File: config.mk
export PLATFORM = sky130hd
export DESIGN_NAME = pair_enable_ctrl
export DESIGN_NICKNAME = d
export VERILOG_FILES = /design/src/rtl/pe_pkg.sv /design/src/rtl/pe_bus_sync.sv /design/src/rtl/pe_byte_engine.sv /design/src/rtl/pe_reg_bank.sv /design/src/rtl/pair_enable_ctrl.sv
export SDC_FILE = /design/constraint.sdc
export NUM_CORES = 1
export LEC_CHECK = 0
export ABC_AREA = 1
export BUFFER_PORTS_ARGS = -buffer_cell sky130_fd_sc_hd__buf_2
export CAP_MARGIN = 30
export CORE_MARGIN = 2
export CORE_UTILIZATION = 56
export DETAILED_ROUTE_END_ITERATION = 8
export GPL_ROUTABILITY_DRIVEN = 1
export GPL_TIMING_DRIVEN = 0
export PLACE_DENSITY = 0.85
export SLEW_MARGIN = 30
export SYNTH_ARGS = -nofsm -noshare
export SYNTH_HDL_FRONTEND = slang
export SYNTH_SLANG_ARGS = --single-unit
File: constraint.sdc
create_clock -name clk -period 1.7 [get_ports clk]
set_input_delay 0.34 -clock clk [delete_from_list [all_inputs] [get_ports clk]]
set_output_delay 0.34 -clock clk [all_outputs]
set_load 0.05 [all_outputs]
File: src/rtl/pe_pkg.sv
package pe_pkg;

  typedef enum logic [2:0] {
    ST_IDLE     = 3'd0,
    ST_ADDR     = 3'd1,
    ST_ADDR_ACK = 3'd2,
    ST_DATA     = 3'd3,
    ST_DATA_ACK = 3'd4
  } pe_state_t;

  localparam int unsigned BYTE_W = 8;

endpackage

File: src/rtl/pe_bus_sync.sv
module pe_bus_sync #(
  parameter int unsigned STAGES = 2
) (
  input  logic clk,
  input  logic rst_n,
  input  logic scl_i,
  input  logic sda_i,
  output logic sda_s,
  output logic scl_rise,
  output logic scl_fall,
  output logic start_det,
  output logic stop_det
);

  localparam int unsigned PW = STAGES + 1;

  logic [PW-1:0] scl_q, scl_nxt;
  logic [PW-1:0] sda_q, sda_nxt;
  logic          scl_now, scl_old, sda_old;

  always_comb begin
    scl_nxt = {scl_q[PW-2:0], scl_i};
    sda_nxt = {sda_q[PW-2:0], sda_i};
  end

  always_ff @(posedge clk or negedge rst_n) begin
    if (!rst_n) begin
      scl_q <= '1;
      sda_q <= '1;
    end else begin
      scl_q <= scl_nxt;
      sda_q <= sda_nxt;
    end
  end

  assign scl_now = scl_q[STAGES-1];
  assign scl_old = scl_q[STAGES];
  assign sda_s   = sda_q[STAGES-1];
  assign sda_old = sda_q[STAGES];

  assign scl_rise  =  scl_now & ~scl_old;
  assign scl_fall  = ~scl_now &  scl_old;
  assign start_det =  scl_now &  scl_old &  sda_old & ~sda_s;
  assign stop_det  =  scl_now &  scl_old & ~sda_old &  sda_s;

endmodule

File: src/rtl/pe_byte_engine.sv
module pe_byte_engine
  import pe_pkg::*;
#(
  parameter logic [6:0]  DEV_ADDR  = 7'h69,
  parameter int unsigned REG_BYTES = 2,
  localparam int unsigned PTRW     = $clog2(REG_BYTES + 1),
  localparam int unsigned IDXW     = (REG_BYTES > 1) ? $clog2(REG_BYTES) : 1
) (
  input  logic              clk,
  input  logic              rst_n,
  input  logic              sda_s,
  input  logic              scl_rise,
  input  logic              scl_fall,
  input  logic              start_det,
  input  logic              stop_det,
  output logic              wr_en,
  output logic [IDXW-1:0]   wr_idx,
  output logic [BYTE_W-1:0] wr_data,
  output logic              ack_drive,
  output pe_state_t         state_o,
  output logic [PTRW-1:0]   ptr_o
);

  localparam logic [PTRW-1:0] PTR_END  = PTRW'(REG_BYTES);
  localparam logic [3:0]      BIT_LAST = 4'd8;

  pe_state_t         st_q, st_nxt;
  logic [3:0]        bit_q, bit_nxt;
  logic [BYTE_W-1:0] sh_q, sh_nxt;
  logic [PTRW-1:0]   ptr_q, ptr_nxt;
  logic              ack_q, ack_nxt;
  logic              byte_done;
  logic              addr_hit;

  assign byte_done = scl_fall && (bit_q == BIT_LAST);
  assign addr_hit  = (sh_q[7:1] == DEV_ADDR) && !sh_q[0];

  always_comb begin
    st_nxt  = st_q;
    bit_nxt = bit_q;
    sh_nxt  = sh_q;
    ptr_nxt = ptr_q;
    ack_nxt = ack_q;
    wr_en   = 1'b0;
    if (stop_det) begin
      st_nxt  = ST_IDLE;
      ack_nxt = 1'b0;
    end else if (start_det) begin
      st_nxt  = ST_ADDR;
      bit_nxt = '0;
      ptr_nxt = '0;
      ack_nxt = 1'b0;
    end else begin
      unique case (st_q)
        ST_ADDR, ST_DATA: begin
          if (scl_rise && (bit_q != BIT_LAST)) begin
            sh_nxt  = {sh_q[BYTE_W-2:0], sda_s};
            bit_nxt = bit_q + 4'd1;
          end else if (byte_done) begin
            if (st_q == ST_ADDR) begin
              st_nxt  = addr_hit ? ST_ADDR_ACK : ST_IDLE;
              ack_nxt = addr_hit;
            end else begin
              st_nxt  = ST_DATA_ACK;
              ack_nxt = 1'b1;
              if (ptr_q < PTR_END) begin
                wr_en   = 1'b1;
                ptr_nxt = ptr_q + 1'b1;
              end
            end
          end
        end
        ST_ADDR_ACK, ST_DATA_ACK: begin
          if (scl_fall) begin
            st_nxt  = ST_DATA;
            bit_nxt = '0;
            ack_nxt = 1'b0;
          end
        end
        default: begin
          st_nxt = ST_IDLE;
        end
      endcase
    end
  end

  always_ff @(posedge clk or negedge rst_n) begin
    if (!rst_n) begin
      st_q  <= ST_IDLE;
      bit_q <= '0;
      sh_q  <= '0;
      ptr_q <= '0;
      ack_q <= 1'b0;
    end else begin
      st_q  <= st_nxt;
      bit_q <= bit_nxt;
      sh_q  <= sh_nxt;
      ptr_q <= ptr_nxt;
      ack_q <= ack_nxt;
    end
  end

  assign wr_idx    = ptr_q[IDXW-1:0];
  assign wr_data   = sh_q;
  assign ack_drive = ack_q;
  assign state_o   = st_q;
  assign ptr_o     = ptr_q;

endmodule

File: src/rtl/pe_reg_bank.sv
module pe_reg_bank
  import pe_pkg::*;
#(
  parameter int unsigned REG_BYTES = 2,
  localparam int unsigned IDXW     = (REG_BYTES > 1) ? $clog2(REG_BYTES) : 1,
  localparam int unsigned IMG_W    = REG_BYTES * BYTE_W
) (
  input  logic              clk,
  input  logic              rst_n,
  input  logic              wr_en,
  input  logic [IDXW-1:0]   wr_idx,
  input  logic [BYTE_W-1:0] wr_data,
  output logic [IMG_W-1:0]  image_o
);

  for (genvar g = 0; g < REG_BYTES; g++) begin : g_byte
    logic [BYTE_W-1:0] byte_q, byte_nxt;
    logic              hit;

    assign hit = wr_en && (wr_idx == IDXW'(g));

    always_comb begin
      byte_nxt = byte_q;
      if (hit) byte_nxt = wr_data;
    end

    always_ff @(posedge clk or negedge rst_n) begin
      if (!rst_n) byte_q <= '1;
      else        byte_q <= byte_nxt;
    end

    assign image_o[g*BYTE_W +: BYTE_W] = byte_q;
  end

endmodule

File: src/rtl/pair_enable_ctrl.sv
module pair_enable_ctrl
  import pe_pkg::*;
#(
  parameter logic [6:0]  DEV_ADDR    = 7'h69,
  parameter int unsigned REG_BYTES   = 2,
  parameter int unsigned NUM_PAIRS   = 10,
  parameter int unsigned SYNC_STAGES = 2,
  localparam int unsigned IMG_W      = REG_BYTES * BYTE_W,
  localparam int unsigned PTRW       = $clog2(REG_BYTES + 1),
  localparam int unsigned IDXW       = (REG_BYTES > 1) ? $clog2(REG_BYTES) : 1
) (
  input  logic                 clk,
  input  logic                 rst_n,
  input  logic                 scl_i,
  input  logic                 sda_i,
  output logic                 sda_drive_low_o,
  output logic [IMG_W-1:0]     reg_image_o,
  output logic [NUM_PAIRS-1:0] pair_en_o
);

  logic [1:0]        rst_pipe_q;
  logic              rst_core_n;
  logic              sda_s_w, scl_rise_w, scl_fall_w, start_w, stop_w;
  logic              wr_en_w;
  logic [IDXW-1:0]   wr_idx_w;
  logic [BYTE_W-1:0] wr_data_w;
  pe_state_t         state_w;
  logic [PTRW-1:0]   ptr_w;

  always_ff @(posedge clk or negedge rst_n) begin
    if (!rst_n) rst_pipe_q <= '0;
    else        rst_pipe_q <= {rst_pipe_q[0], 1'b1};
  end
  assign rst_core_n = rst_pipe_q[1];

  pe_bus_sync #(.STAGES(SYNC_STAGES)) u_sync (
    .clk       (clk),
    .rst_n     (rst_core_n),
    .scl_i     (scl_i),
    .sda_i     (sda_i),
    .sda_s     (sda_s_w),
    .scl_rise  (scl_rise_w),
    .scl_fall  (scl_fall_w),
    .start_det (start_w),
    .stop_det  (stop_w)
  );

  pe_byte_engine #(.DEV_ADDR(DEV_ADDR), .REG_BYTES(REG_BYTES)) u_engine (
    .clk       (clk),
    .rst_n     (rst_core_n),
    .sda_s     (sda_s_w),
    .scl_rise  (scl_rise_w),
    .scl_fall  (scl_fall_w),
    .start_det (start_w),
    .stop_det  (stop_w),
    .wr_en     (wr_en_w),
    .wr_idx    (wr_idx_w),
    .wr_data   (wr_data_w),
    .ack_drive (sda_drive_low_o),
    .state_o   (state_w),
    .ptr_o     (ptr_w)
  );

  pe_reg_bank #(.REG_BYTES(REG_BYTES)) u_bank (
    .clk     (clk),
    .rst_n   (rst_core_n),
    .wr_en   (wr_en_w),
    .wr_idx  (wr_idx_w),
    .wr_data (wr_data_w),
    .image_o (reg_image_o)
  );

  assign pair_en_o = reg_image_o[NUM_PAIRS-1:0];

endmodule

==> flow_metrics.env, run 1 <==
export IMPL_whs_ns=0.1411
export IMPL_cts_root_buf="clkbuf_8"
export IMPL_start_kind="flop"
export IMPL_grt_pass1_wl_mm=7.203
export IMPL_setup_violations_final=0
export IMPL_diodes=0
export IMPL_status="completed"
export IMPL_die_h_um=65.01
export IMPL_fmax_mhz=612.9
export IMPL_hpwl_mm=2.955
export IMPL_initial_utilization_pct=57.81
export IMPL_ant_nets=0
export IMPL_worst_path_max_fanout=8
export IMPL_viasPerCell=5.337
export IMPL_setup_ws_ns=0.06850
export IMPL_syn_area_sq_um=2084
export IMPL_path_cells="inv_2 > ha_4 > nand2_2 > nor2_4 > nand2_4 > nor3_4 > buf_12 > clkbuf_16 > nand4_1 > nand2_1"
export IMPL_layout_nets=304
export IMPL_syn_nets=256
export IMPL_finalWirelength_mm=4.468
export IMPL_cts_sinks=42
export IMPL_cts_buffer_depth=2
export IMPL_drive_above_1_share_pct=35.45
export IMPL_synthCells=250
export IMPL_synth_seq_area_share_pct=51.74
export IMPL_grt_max_degree=29
export IMPL_combPwrFrac_pct=38.0
export IMPL_synth_cell_type_count=24
export IMPL_rsz0062_at_grt="true"
export IMPL_ys_warn_count=0
export IMPL_power_internal_mw=1.960
export IMPL_power_mw=3.365
export IMPL_numPlacedInstances=329
export IMPL_fillers=257
export IMPL_cts_made_buffers=5
export IMPL_grt_overflow=0
export IMPL_antenna_found_initial=0
export IMPL_dp_worst_setup_slack_ns=-0.06142
export IMPL_p_sw_mw=1.405
export IMPL_dieArea_sq_um=4226
export IMPL_end_kind="flop"
export IMPL_finalClockSkew_ns=0.007869
export IMPL_p_leak_nw=1.365
export IMPL_maxSlewViolCount=0
export IMPL_fin_cells=347
export IMPL_synth_area_top_cells="dfstp_2 (28%), dfrtp_1 (24%), nand2_1 (15%)"
export IMPL_ir_drop_mv=0.7386
export IMPL_critical_path_max_stage_delay_ns=0.44
export IMPL_drt_pass1_iterations=4
export IMPL_hold_viol=0
export IMPL_drc_errors=0
export IMPL_async_reset_ff_share_pct=100.0
export IMPL_critPathKind="reg2reg"
export IMPL_clkPwrFrac_pct=18.1
export IMPL_die_x_um=65.01
export IMPL_synth_commonest_cells="nand2_1 (86), nor2_1 (26), dfstp_2 (22)"
export IMPL_holdPathStages=1
export IMPL_clkTransAtPathRegs_ns=0.07
export IMPL_required_ns=1.94
export IMPL_p_sw_share_pct=41.74
export IMPL_num_vias=1852
export IMPL_synth_most_common_cell="nand2_1"
export IMPL_cts_tree="done"
export IMPL_synth_flop_cell="dfstp_2"
export IMPL_portBuffers=30
export IMPL_setup_tns_ns=0
export IMPL_grt_usage_pct=22.50
export IMPL_clk_latency_ns=0.29
export IMPL_yosys_area_top_type_share_pct=27.73
export IMPL_cp_arrival_ns=1.87
export IMPL_io_pins=31
export IMPL_r2r_start="u_engine.bit_q[0]$_DFFE_PN0P_"
export IMPL_synth_seq_cells=42
export IMPL_worstHoldStart="sda_i"
export IMPL_hold_path_class="in2reg"
export IMPL_crit_path_top_delay_cell="dfrtp_2"
export IMPL_rr_worst_depth=10
export IMPL_coreArea_sq_um=3606
export IMPL_row_count=22
export IMPL_drv_cap=0
export IMPL_wl_per_cell_um=12.88
export IMPL_startpoint="u_engine.bit_q[0]$_DFFE_PN0P_"
export IMPL_place_congestion=0.8637
export IMPL_final_period_utilization_pct=95.97
export IMPL_power_density_nw_per_um2=1316
export IMPL_htree_levels=2
export IMPL_synth_area_per_cell_sq_um=8.338
export IMPL_synth_area_leader_cell="dfstp_2"
export IMPL_grt_pass1_vias=1544
export IMPL_min_period_ns=1.631
export IMPL_first_iter_violations=131
export IMPL_synth_edf_count=0
export IMPL_p_seq_share_pct=43.9
export IMPL_area_growth_pct=22.63
[logic make-up (layout without fill, tap and decap cells)]
group	Yosys count	count (layout)	share of synthesized area [%]
xor gates and xnor gates	1	1	0.4202
other	1	1	0.1799
DFF	42	42	51.74
adders and majority gates	2	2	1.200
and+or+nand+nor	154	154	33.91
buffers and inverters	36	85	9.183
AOI/OAI and AO/OA	14	14	3.361
[layer usage]
metal  vias up  GRT usage, %  wire length, um
li1        888             -                -
met1       894         30.68             1909
met2        61         34.79             2255
met3         9         5.729              230
met4         0         8.594               73
met5         -             0                0
[area by class of cell]
type                    count  area [sq um]  share of cell area, %
flip-flops and latches     42          1081                  42.29
multi-input cells         172         862.1                  33.72
repair buffers             41         277.8                  10.87
plain buffers              16         120.1                  4.699
clock buffers               8         80.08                  3.133
inverters                  20         75.07                  2.937
well taps                  48         60.06                  2.349
[power groups by stage]
stage               Clock (mW)  Sequential (mW)  Combinational, mW
floorplan                    0             1.53              0.812
global placement             0             1.48               1.08
detailed placement           0             1.48               1.13
CTS                      0.619             1.46               1.14
global route             0.679             1.51               1.44
finish                   0.609             1.48               1.28
[path summary, 6_finish.rpt]
kind | endpoint | slack [ns]
setup / recovery | u_bank.g_byte[0].byte_q[1]$_DFFE_PN1P_ | 0.07
hold / removal | u_sync.sda_q[0]$_DFF_PN1_ | 0.14
setup reg to reg | u_bank.g_byte[0].byte_q[1]$_DFFE_PN1P_ | 0.07
hold reg to reg | u_engine.state_o[1]$_DFFE_PN0P_ | 0.16
max in group asynchronous | u_bank.g_byte[1].byte_q[5]$_DFFE_PN1P_ | 1.02
min in group asynchronous | u_engine.state_o[1]$_DFFE_PN0P_ | 0.16
[through the flow]
step / instance area [sq um] / util (%)
CTS: 2429 / 67.35
floorplan: 2085 / -
finish: 2556 / 70.89
detailed placement: 2316 / 64.23
global route: 2556 / 70.89
global placement: 2295 / 63.64
[worst max-delay path: cells and delay by family, from the launching register on]
family	cells	cell delay [ns]
DFF	1	0.44
buffers and inverters	3	0.37
and+or+nand+nor	6	0.63
adders and majority gates	1	0.13
[layout by cell type (no fill, tap or decap), types with 3 or more instances in the layout]
| master | n |
|---|---|
| buf_4 | 17 |
| a21oi_1 | 3 |
| o21ai_0 | 11 |
| clkbuf_8 | 5 |
| nor2_1 | 24 |
| nand2_1 | 78 |
| dfrtp_1 | 18 |
| nand4_1 | 19 |
| dfstp_2 | 22 |
| nand3_1 | 13 |
| inv_1 | 18 |
| nand2_2 | 8 |
| clkbuf_1 | 3 |
| nor2_2 | 3 |
| buf_2 | 33 |
[flip-flops by register name, indices dropped and copies added (netlist names)]
name / cells
u_engine.wr_data: 8
u_sync.scl_q: 3
u_sync.sda_q: 3
u_engine.state_o: 3
rst_pipe_q: 2
u_bank.g_byte.byte_q: 16
u_engine.ack_drive: 1
u_engine.bit_q: 4
u_engine.ptr_o: 2
[timing repair]
item / 4_1_cts / 5_1_grt
gates cloned: 0 / 1
hold buffers: 1 / 0
buffers inserted: 1 / 7
pin swaps: 1 / 10
hold endpoints to repair: 2 / 0
endpoints found under the setup margin: 23 / 30
gates resized for setup: 1 / 16
No activity file was read; power rests on OpenSTA's default activity.
==> run 2, diff against run 1 <==
ABC_AREA = default   (was 1)
CORE_UTILIZATION = 40   (was 56)
PLACE_DENSITY = 0.66   (was 0.85)
REMOVE_ABC_BUFFERS = 1   (was default)
==> flow_metrics.env, run 2 <==
export IMPL_worstHoldStart="scl_i"
export IMPL_die_h_um=72.32
export IMPL_finalClockSkew_ns=0.003679
export IMPL_cts_tree="done"
export IMPL_combPwrFrac_pct=14.1
export IMPL_drv_cap=0
export IMPL_wl_per_cell_um=16.18
export IMPL_clkTransAtPathRegs_ns=0.08
export IMPL_synth_adder_area_share_pct=1.340
export IMPL_layout_nets=195
export IMPL_power_mw=2.358
export IMPL_cts_root_buf="clkbuf_8"
export IMPL_fmax_mhz=584.1
export IMPL_synth_area_top_cells="dfstp_2 (31%), dfrtp_1 (27%), mux2_2 (14%)"
export IMPL_synth_seq_cells=42
export IMPL_place_congestion=0.8179
export IMPL_mostFrequentLayoutCells="buf_2 (30), mux2_2 (24), dfstp_2 (22)"
export IMPL_synth_cell_type_count=35
export IMPL_synth_compound_area_share_pct=4.759
export IMPL_r2r_start="u_engine.bit_q[1]$_DFFE_PN0P_"
export IMPL_finalWirelength_mm=3.916
export IMPL_worst_path_max_fanout=4
export IMPL_grt_pass1_vias=1289
export IMPL_maxSlewViolCount=0
export IMPL_cts_made_buffers=5
export IMPL_place_area_sq_um=2023
export IMPL_drive_above_1_share_pct=61.58
export IMPL_rr_worst_depth=7
export IMPL_die_x_um=72.32
export IMPL_cp_arrival_ns=1.89
export IMPL_portBuffers=30
export IMPL_largest_register_ffs=16
export IMPL_synth_top_family_by_area="multiplexers"
export IMPL_initial_utilization_pct=42.29
export IMPL_synth_flop_cell="dfstp_2"
export IMPL_p_sw_mw=0.6063
export IMPL_crit_reg2reg_capture="u_engine.ptr_o[0]$_DFFE_PN0P_"
export IMPL_grt_overflow=0
export IMPL_min_period_ns=1.712
export IMPL_fillers=374
export IMPL_yosys_area_top_type_share_pct=30.97
export IMPL_first_iter_violations=8
export IMPL_final_common_cell="buf_2"
export IMPL_p_sw_share_pct=25.71
export IMPL_diodes=0
export IMPL_synth_edf_count=0
export IMPL_grt_max_degree=31
export IMPL_cts_buffer_depth=2
export IMPL_coreArea_sq_um=4414
export IMPL_status="complete, but fails checks"
export IMPL_synth_area_per_cell_sq_um=12.79
export IMPL_p_seq_share_pct=53.3
export IMPL_clk_latency_ns=0.29
export IMPL_end_kind="flop"
export IMPL_required_ns=1.88
export IMPL_grt_pass1_wl_mm=6.072
export IMPL_grt_usage_pct=15.36
export IMPL_async_reset_ff_share_pct=100.0
export IMPL_ys_warn_count=0
export IMPL_fin_util_pct=53.00
export IMPL_viasPerCell=5.289
export IMPL_final_period_utilization_pct=100.7
export IMPL_hpwl_mm=2.470
export IMPL_drt_pass1_iterations=4
export IMPL_row_count=24
export IMPL_synthMuxAreaShare_pct=15.01
export IMPL_power_density_nw_per_um2=1008
export IMPL_hold_path_class="in2reg"
export IMPL_synthCells=146
export IMPL_setup_ws_ns=-0.01211
export IMPL_htree_levels=2
export IMPL_cts_sinks=42
export IMPL_synth_most_common_cell="mux2_2"
export IMPL_top_register="u_bank.g_byte.byte_q"
export IMPL_rrSetupSlack_ns=-0.01
export IMPL_synthSimpleGateAreaFrac_pct=13.94
export IMPL_syn_area_sq_um=1867
export IMPL_synth_area_leader_cell="dfstp_2"
export IMPL_critPathKind="reg2reg"
export IMPL_antenna_found_initial=0
export IMPL_design_area_sq_um=2340
export IMPL_power_internal_mw=1.752
export IMPL_ant_nets=0
export IMPL_p_leak_nw=1.122
export IMPL_drc_errors=0
export IMPL_synth_seq_area_share_pct=57.77
export IMPL_io_pins=31
export IMPL_synth_commonest_cells="mux2_2 (24), dfstp_2 (22), dfrtp_1 (20)"
export IMPL_num_vias=1280
export IMPL_dieArea_sq_um=5229
export IMPL_startpoint="u_engine.bit_q[1]$_DFFE_PN0P_"
export IMPL_synth_xor_area_share_pct=1.877
export IMPL_ir_drop_mv=0.8285
export IMPL_hold_end="u_sync.scl_q[0]$_DFF_PN1_"
export IMPL_clkPwrFrac_pct=32.6
export IMPL_start_kind="flop"
export IMPL_setup_tns_ns=-0.01603
export IMPL_area_growth_pct=25.33
export IMPL_holdPathStages=1
export IMPL_violations="setup timing"
export IMPL_setup_violations_final=4
export IMPL_rsz0062_at_grt="true"
export IMPL_hold_viol=0
-- run 2: cell types whose count changed after synthesis, sizes merged, moves of 4 or more --
cell	previous run	this run
nand2	88	9
o21ai	11	4
nand3	15	2
nand4	19	0
nor2	29	10
mux2	0	24
a31oi	0	4
inv	20	4
-- run 2: through the flow --
step / hold WS (ns) / setup WS [ns] / std cells
final: 0.1441 / -0.01211 / 242
after global placement: 0.1252 / -0.3227 / 217
after detailed placement: 0.1333 / -0.4537 / 218
after floorplan: 0.04441 / -0.03660 / 135
after CTS: 0.1370 / 0.003889 / 235
after global routing: 0.1346 / -0.09285 / 242
-- run 2: worst max-delay path: stages, from the launching register on --
cell	delay [ns]
dfrtp_1	0.42
inv_1	0.07
ha_1	0.16
nand3b_1	0.13
buf_4	0.16
nor4_1	0.44
xnor2_1	0.18
nor2_1	0.05
-- run 2: how the worst max path moves through the flow --
stage                                                         to  slack (ns)  cells after the start
after floorplan           u_bank.g_byte[0].byte_q[0]$_DFFE_PN1P_       -0.04                      6
after global placement             u_engine.bit_q[2]$_DFFE_PN0P_       -0.32                      7
after detailed placement           u_engine.bit_q[3]$_DFFE_PN0P_       -0.45                      7
after CTS                 u_bank.g_byte[0].byte_q[7]$_DFFE_PN1P_       0.004                      7
after global routing               u_engine.bit_q[3]$_DFFE_PN0P_       -0.09                      5
final                              u_engine.ptr_o[0]$_DFFE_PN0P_       -0.01                      7
-- run 2: layout make-up --
cell class | count | area, sq um | share of cell area (%)
timing repair buffer | 47 | 296.5 | 12.67
clock buffer | 6 | 72.57 | 3.102
multi-input combinational | 89 | 770.7 | 32.94
inverter | 4 | 15.01 | 0.6417
sequential | 42 | 1082 | 46.26
tap | 52 | 65.06 | 2.781
clock inverter | 2 | 37.54 | 1.604
-- run 2: power groups by stage --
stage	Combinational [mW]	Clock, mW	Sequential (mW)
6_report	0.332	0.770	1.26
5_1_grt	0.373	0.821	1.28
4_1_cts	0.282	0.786	1.25
3_5_place_dp	0.239	0	1.28
3_3_place_gp	0.206	0	1.28
2_1_floorplan	0.183	0	1.24
-- run 2: per-layer routing --
metal	GRT usage, %	wire (um)
met5	0	0
met1	18.43	1565
met2	26.71	2099
met4	6.918	90
met3	2.917	160
-- run 2: kinds of logic after synthesis --
group	after synthesis
AO/OA/AOI/OAI	14
XOR/XNOR	4
adder cells (fa/ha/maj)	2
buffers and inverters	15
flip-flops	42
multiplexers	25
other	1
AND/OR/NAND/NOR	43
-- run 2: what timing repair did --
item | 4_1_cts | 5_1_grt
hold endpoints to repair | 2 | 0
resized for setup | 6 | 14
pin swaps | 5 | 5
buffers inserted | 8 | 7
setup endpoints to repair | 28 | 29
hold buffers | 1 | 0
